==> src/rtl/burst_pkg.sv <==
package burst_pkg;
  typedef enum logic {
    ORD_LINEAR     = 1'b0,
    ORD_INTERLEAVE = 1'b1
  } order_e;
endpackage

==> src/rtl/burst_step_qual.sv <==
module burst_step_qual (
  input  logic load,
  input  logic adv_n,
  input  logic strb_a_n,
  input  logic strb_b_n,
  output logic load_ev,
  output logic step_ev
);
  // load wins; a step needs advance low and both strobes idle
  assign load_ev = load;
  assign step_ev = !load && !adv_n && strb_a_n && strb_b_n;
endmodule

==> src/rtl/burst_beat_ctr.sv <==
module burst_beat_ctr #(
  parameter int ADDR_W = 17,
  parameter int LOW_W  = 2
) (
  input  logic              clk,
  input  logic              rst_n,
  input  logic              load_ev,
  input  logic              step_ev,
  input  logic [ADDR_W-1:0] start_addr,
  output logic [LOW_W-1:0]  base_low,
  output logic [ADDR_W-LOW_W-1:0] upper,
  output logic [LOW_W-1:0]  beat
);
  localparam int UP_W = ADDR_W - LOW_W;

  always_ff @(posedge clk or negedge rst_n) begin
    if (!rst_n) begin
      base_low <= '0;
      upper    <= '0;
      beat     <= '0;
    end else if (load_ev) begin
      base_low <= start_addr[LOW_W-1:0];
      upper    <= start_addr[ADDR_W-1:LOW_W];
      beat     <= '0;
    end else if (step_ev) begin
      beat <= beat + 1'b1;
    end
  end

  p_load_capture_r2: assert property (@(posedge clk) disable iff (!rst_n)
    load_ev |=> (beat == '0) && ({upper, base_low} == $past(start_addr)));

  p_step_inc_r5: assert property (@(posedge clk) disable iff (!rst_n)
    step_ev |=> beat == LOW_W'($past(beat) + 1'b1));

  p_hold_r6: assert property (@(posedge clk) disable iff (!rst_n)
    (!load_ev && !step_ev) |=> $stable(beat) && $stable(base_low) && $stable(upper));

  p_upper_keep_r9: assert property (@(posedge clk) disable iff (!rst_n)
    !load_ev |=> $stable(upper));

  logic [UP_W-1:0] unused_w;
  assign unused_w = '0;
endmodule

==> src/rtl/burst_order_map.sv <==
module burst_order_map #(
  parameter int LOW_W = 2
) (
  input  burst_pkg::order_e order,
  input  logic [LOW_W-1:0]  base_low,
  input  logic [LOW_W-1:0]  beat,
  output logic [LOW_W-1:0]  low_out
);
  function automatic logic [LOW_W-1:0] wrap_add(logic [LOW_W-1:0] a, logic [LOW_W-1:0] b);
    return a + b;
  endfunction

  logic [LOW_W-1:0] xor_low;
  logic [LOW_W-1:0] add_low;

  // interleaved order: each bit of the start flipped by the matching beat bit
  for (genvar i = 0; i < LOW_W; i++) begin : g_xbit
    assign xor_low[i] = base_low[i] ^ beat[i];
  end

  // linear order: modulo-2^LOW_W sum
  assign add_low = wrap_add(base_low, beat);

  assign low_out = (order == burst_pkg::ORD_INTERLEAVE) ? xor_low : add_low;
endmodule

==> src/rtl/burst_addr_ctr.sv <==
module burst_addr_ctr #(
  parameter int ADDR_W = 17,
  parameter int LOW_W  = 2
) (
  input  logic              clk,
  input  logic              rst_n,
  input  logic              order_sel,
  input  logic              load,
  input  logic [ADDR_W-1:0] start_addr,
  input  logic              adv_n,
  input  logic              strb_a_n,
  input  logic              strb_b_n,
  output logic [ADDR_W-1:0] burst_addr,
  output logic [LOW_W-1:0]  beat_idx
);
  localparam int UP_W = ADDR_W - LOW_W;

  logic             load_ev;
  logic             step_ev;
  logic [LOW_W-1:0] base_low;
  logic [UP_W-1:0]  upper;
  logic [LOW_W-1:0] beat;
  logic [LOW_W-1:0] low_out;
  burst_pkg::order_e order;

  assign order = burst_pkg::order_e'(order_sel);

  burst_step_qual u_qual (
    .load     (load),
    .adv_n    (adv_n),
    .strb_a_n (strb_a_n),
    .strb_b_n (strb_b_n),
    .load_ev  (load_ev),
    .step_ev  (step_ev)
  );

  burst_beat_ctr #(.ADDR_W(ADDR_W), .LOW_W(LOW_W)) u_ctr (
    .clk        (clk),
    .rst_n      (rst_n),
    .load_ev    (load_ev),
    .step_ev    (step_ev),
    .start_addr (start_addr),
    .base_low   (base_low),
    .upper      (upper),
    .beat       (beat)
  );

  burst_order_map #(.LOW_W(LOW_W)) u_map (
    .order    (order),
    .base_low (base_low),
    .beat     (beat),
    .low_out  (low_out)
  );

  assign burst_addr = {upper, low_out};
  assign beat_idx   = beat;

  // last beat plus a step returns to the starting low bits
  p_wrap_start_r8: assert property (@(posedge clk) disable iff (!rst_n)
    (step_ev && (&beat)) |=> (beat_idx == '0) && (burst_addr[LOW_W-1:0] == $past(base_low)));

  // a load on an advancing edge still restarts at beat 0
  p_load_wins_r7: assert property (@(posedge clk) disable iff (!rst_n)
    (load && !adv_n && strb_a_n && strb_b_n) |=> beat_idx == '0);
endmodule

==> config.mk <==
export PLATFORM = sky130hd
export DESIGN_NAME = burst_addr_ctr
export DESIGN_NICKNAME = d
export VERILOG_FILES = /design/src/rtl/burst_pkg.sv /design/src/rtl/burst_step_qual.sv /design/src/rtl/burst_beat_ctr.sv /design/src/rtl/burst_order_map.sv /design/src/rtl/burst_addr_ctr.sv
export SDC_FILE = /design/constraint.sdc
export NUM_CORES = 1
export LEC_CHECK = 0
export ABC_CLOCK_PERIOD_IN_PS = 1500
export BUFFER_PORTS_ARGS = -buffer_cell sky130_fd_sc_hd__buf_4
export CORE_MARGIN = 3
export CORE_UTILIZATION = 46
export DETAILED_ROUTE_END_ITERATION = 10
export GPL_TIMING_DRIVEN = 0
export PLACE_DENSITY = 0.81
export SETUP_SLACK_MARGIN = 0.05
export SLEW_MARGIN = 20
export SYNTH_ARGS = -nofsm -noshare
export SYNTH_HDL_FRONTEND = slang
export SYNTH_HIERARCHICAL = 1
export SYNTH_SLANG_ARGS = --single-unit
==> constraint.sdc <==
create_clock -name clk -period 1.5 [get_ports clk]
set_clock_uncertainty 0.05 [all_clocks]
set_input_delay 0.15 -clock clk [delete_from_list [all_inputs] [get_ports clk]]
set_output_delay 0.15 -clock clk [all_outputs]
set_load 0.005 [all_outputs]
Yosys cells after proc, flatten, opt, wreduce, memory -nomap -nowiden

Index checks and enable logic that the tools add are counted.

Add/sub/neg operators: 2
Muxes and demuxes: 3
Bitwise operators: 2
Reduce and logical (&&, ||, !) cells: 6

Operators with widths:

| kind                                                          | number |
|---|---|
| 2-bit two-way mux                                             | 3 |
| 1-bit logical AND                                             | 3 |
| 2-bit by 1-bit adder with 2-bit output, second input constant | 1 |
| 2-bit adder                                                   | 1 |
| 1-bit logical NOT                                             | 2 |
| 2-bit nonzero test                                            | 1 |
| 1-bit XOR                                                     | 2 |

Bits in registers: 19
Bits of input ports: 24
Output and inout port bits: 19
Word-level logic and storage cells: 16

Logic depth before layout (Yosys ltp)

Word-level depth: 6
Depth in mapped cells: 4
Depth with buffers taken out: 3

By module

Netlist, hierarchy kept.

Modules (own cells, without submodules):

| module          | times used | cells an instance | area an instance (sq um) | seq. area each (sq um) |
|---|---|---|---|---|
| burst_beat_ctr  | 1          | 43                | 763.2                    | 475.5 |
| burst_order_map | 1          | 4                 | 36.3                     | 0.0 |
| burst_step_qual | 1          | 2                 | 20.0                     | 0.0 |

Worst setup path before layout

Ideal clock, no wire load.

Path kind: register to output
Start: register u_ctr.beat[0]
End: output port burst_addr[1]
Arrival: 0.876 ns
Required time: 1.300 ns
Slack: 0.424 ns
Cell stages (with the launch flop): 4
Buffers on the path: 0
Cells stage by stage: dfrtp_1 -> ha_1 -> nor2b_1 -> xnor2_1

Cells in the longest elaborated chain, start to end: 2

RTL lines:

| element                  | line                  | source |
|---|---|---|
| start: declaration       | burst_beat_ctr.sv:12  | `output logic [LOW_W-1:0] beat` |
| start signal: assignment | burst_beat_ctr.sv:26  | `beat <= beat + 1'b1;` |
| 2-bit adder              | burst_order_map.sv:10 | `return a + b;` |
| 2-bit two-way mux        | burst_order_map.sv:24 | `assign low_out = (order == burst_pkg::ORD_INTERLEAVE) ? xor_low : add_low;` |
| end: declaration         | burst_addr_ctr.sv:13  | `output logic [ADDR_W-1:0] burst_addr,` |

No other way between the ends.

Worst setup path in the final report

Same ends and word-level chain as after synthesis.

==> impl_metrics.json <==
{
  "synth_fp_nets": 74,
  "synthXorXnorAreaFrac": 0.03206,
  "ys_seq_area_frac": 0.5802,
  "grt_use_total": 0.1632,
  "fin_nets": 126,
  "antenna_found_initial": 0,
  "numCtsBuffers": 3,
  "die_y_microns": 48.21,
  "worstPathMaxFanout": 2,
  "clk_latency_ns": 0.29,
  "synth_top_family_by_area": "multiplexers",
  "globalplace.congestion": 0.6814,
  "synth_compound_area_frac": 0.01832,
  "p_leak_nw": 0.6251,
  "worst_slack_ns": 0.04647,
  "synth.area.mux_share": 0.2702,
  "critPathCaptureType": "output port",
  "place_inst": 115,
  "syn_area_per_cell_sq_um": 16.73,
  "grt_first_pass_wirelength_mm": 2.566,
  "crit_type": "reg -> out",
  "ff_latch_area_sq_um": 475.5,
  "ant_nets": 0,
  "slew_viol_final": 0,
  "synth-warning-count": 6,
  "synth_fa_ha_area_frac": 0.01527,
  "holdPathStages": 2,
  "post_dp_cell_area_sq_um": 1165,
  "fillers": 98,
  "status": "finished, final reports clean",
  "synth.most_common_cell": "dfrtp_1",
  "synth_edf_count": 0,
  "netlist_top_cells_count": "19 x dfrtp_1, 9 x mux2_2, 8 x mux2_4",
  "cp_slowest_cell": "dfrtp_1",
  "place_ws_ns": 0.3098,
  "critical_path_arrival_ns": 1.25,
  "max_stage_delay_ns": 0.40,
  "drive_above_1_share": 0.7500,
  "path_delay_family": "flip-flops",
  "maxCapViolCount": 0,
  "hold_violations": 0,
  "clk_path_buf_depth": 2,
  "fin_crit_sh": 0.9690,
  "grt_pass1_vias": 615,
  "hp-start": "start_addr[7]",
  "first_pass_iters": 4,
  "crit_buf_inv": 1,
  "max-vdd-ir-drop_mv": 0.6431,
  "synth_area_leaders": "dfrtp_1 58%, mux2_4 15%, mux2_2 12%",
  "syn2layout_area_growth_pct": 53.28,
  "r2r_cells": 4,
  "synthArstFlopShare": 1.000,
  "setup_viol": 0,
  "core_area_sq_um": 1594,
  "slew_headroom": 0.8430,
  "num_rows": 14,
  "netlist.area_leader.share": 0.5802,
  "drtIter0Drc": 3,
  "wl_per_cell_microns": 14.32,
  "die-area_sq_um": 2324,
  "synth.cell_area_sq_um": 819.5,
  "wirelength_mm": 1.776,
  "critical_path_cell_count": 4,
  "port_buffers": 42,
  "fmax_mhz": 688.0,
  "root_buffer": "clkbuf_4",
  "netlist_instances": 49,
  "synthDistinctLibCells": 14,
  "antennaDiodeCount": 0,
  "die_w_microns": 48.21,
  "multi_input_area_sq_um": 330.3,
  "instances_no_fill": 124,
  "grt_overflow": 0,
  "worstReg2RegStart": "u_ctr/beat[0]",
  "cp-startpoint": "u_ctr/beat[0]",
  "clkTransAtPathRegs_ns": 0.10,
  "hold_class": "in -> reg",
  "startpoint_type": "register",
  "p_per_area_nw_per_um2": 867.3,
  "start_util": 0.5141,
  "grt_max_degree": 20,
  "layout_min_cycle_time_ns": 1.454,
  "synth_ff_type": "dfrtp_1",
  "viasPerCell": 4.734,
  "worstPathRequired_ns": 1.30,
  "power.total_mw": 1.089,
  "rsz0062_at_grt": "true",
  "cts_tree": "done",
  "drc": 0,
  "cts_max_level": 1,
  "cts.sinks": 19,
  "vias": 587,
  "synthSimpleGateAreaFrac": 0.03664,
  "pin_count": 43,
  "worstPathCellList": "ha_2 > nor2b_4 > xnor2_2 > buf_4",
  "synth_top_area_cell": "dfrtp_1",
  "postLayoutCellArea_sq_um": 1256,
  "tightest_slew_ns": 0.2356,
  "synth-seq-cells": 19
}
-- metrics by stage --
step                 TNS [ns]  utilization  hold slack (ns)
global route        -0.006241       0.7881          0.01512
global placement            0       0.7308         -0.01806
detailed placement          0       0.7308         -0.01421
CTS                         0       0.7692          0.02102
finish                      0       0.7881          0.03302
floorplan                   0            -          -0.1956
-- sequential cells by signal, summed over array words and instances (netlist names) --
signal          flops
u_ctr/upper        15
u_ctr/base_low      2
u_ctr/beat          2
-- routing by layer --
| layer | vias to the layer above | wire [microns] | part of all wire | global-route usage |
|---|---|---|---|---|
| li1 | 271 | - | - | - |
| met1 | 285 | 622 | 0.35 | 0.1698 |
| met2 | 29 | 1012 | 0.57 | 0.3021 |
| met3 | 2 | 130 | 0.073 | 0.04428 |
| met4 | 0 | 10 | 0.0056 | 0.06989 |
| met5 | - | 0 | 0 | 0 |
-- layout by cell type (no fill, tap or decap) --
master / Yosys / layout
buf_4: 1 / 47
dfrtp_1: 19 / 19
mux2_2: 9 / 9
mux2_4: 8 / 8
clkbuf_4: 0 / 3
xnor2_2: 0 / 2
clkbuf_1: 0 / 1
dlygate4sd3_1: 0 / 1
buf_6: 1 / 1
buf_12: 1 / 1
xnor2_1: 3 / 1
nor2_1: 1 / 1
a21bo_2: 1 / 1
nand3b_1: 1 / 1
a21oi_1: 1 / 1
nor2b_4: 0 / 1
ha_2: 0 / 1
and4bb_2: 1 / 1
-- path summary, 6_finish.rpt --
| kind | end | slack (ns) |
|---|---|---|
| hold reg to reg | u_ctr/upper[13] | 0.47 |
| setup / recovery | burst_addr[1] | 0.05 |
| min in group asynchronous | u_ctr/beat[0] | 0.23 |
| max in group asynchronous | u_ctr/upper[9] | 0.97 |
| setup reg to reg | u_ctr/beat[1] | 0.39 |
| hold / removal | u_ctr/upper[5] | 0.03 |
-- timing repair --
item	in CTS	in global routing
setup endpoints to repair	1	1
hold endpoints to repair	19	0
gates resized for setup	3	2
buffers inserted	2	2
hold buffers	1	0
pin swaps	2	2
-- power by group --
group | internal (mW) | total [mW] | switching, mW
logic | 0.179 | 0.256 | 0.0774
registers | 0.559 | 0.585 | 0.0264
clock network | 0.103 | 0.248 | 0.145
-- area by class of cell --
class / instances / share of cell area
tap: 24 / 0.02390
multi-input combinational: 27 / 0.2629
sequential: 19 / 0.3785
timing repair buffer: 47 / 0.2829
clock buffer: 4 / 0.02092
buffer: 3 / 0.03088
-- cells by family after synthesis --
family / Yosys count
AOI/OAI and AO/OA: 2
xor gates and xnor gates: 3
adders and majority gates: 1
buffers and inverters: 3
DFF: 19
muxes: 17
and+or+nand+nor: 4
Note: power is estimated with default switching activity, not from simulation.
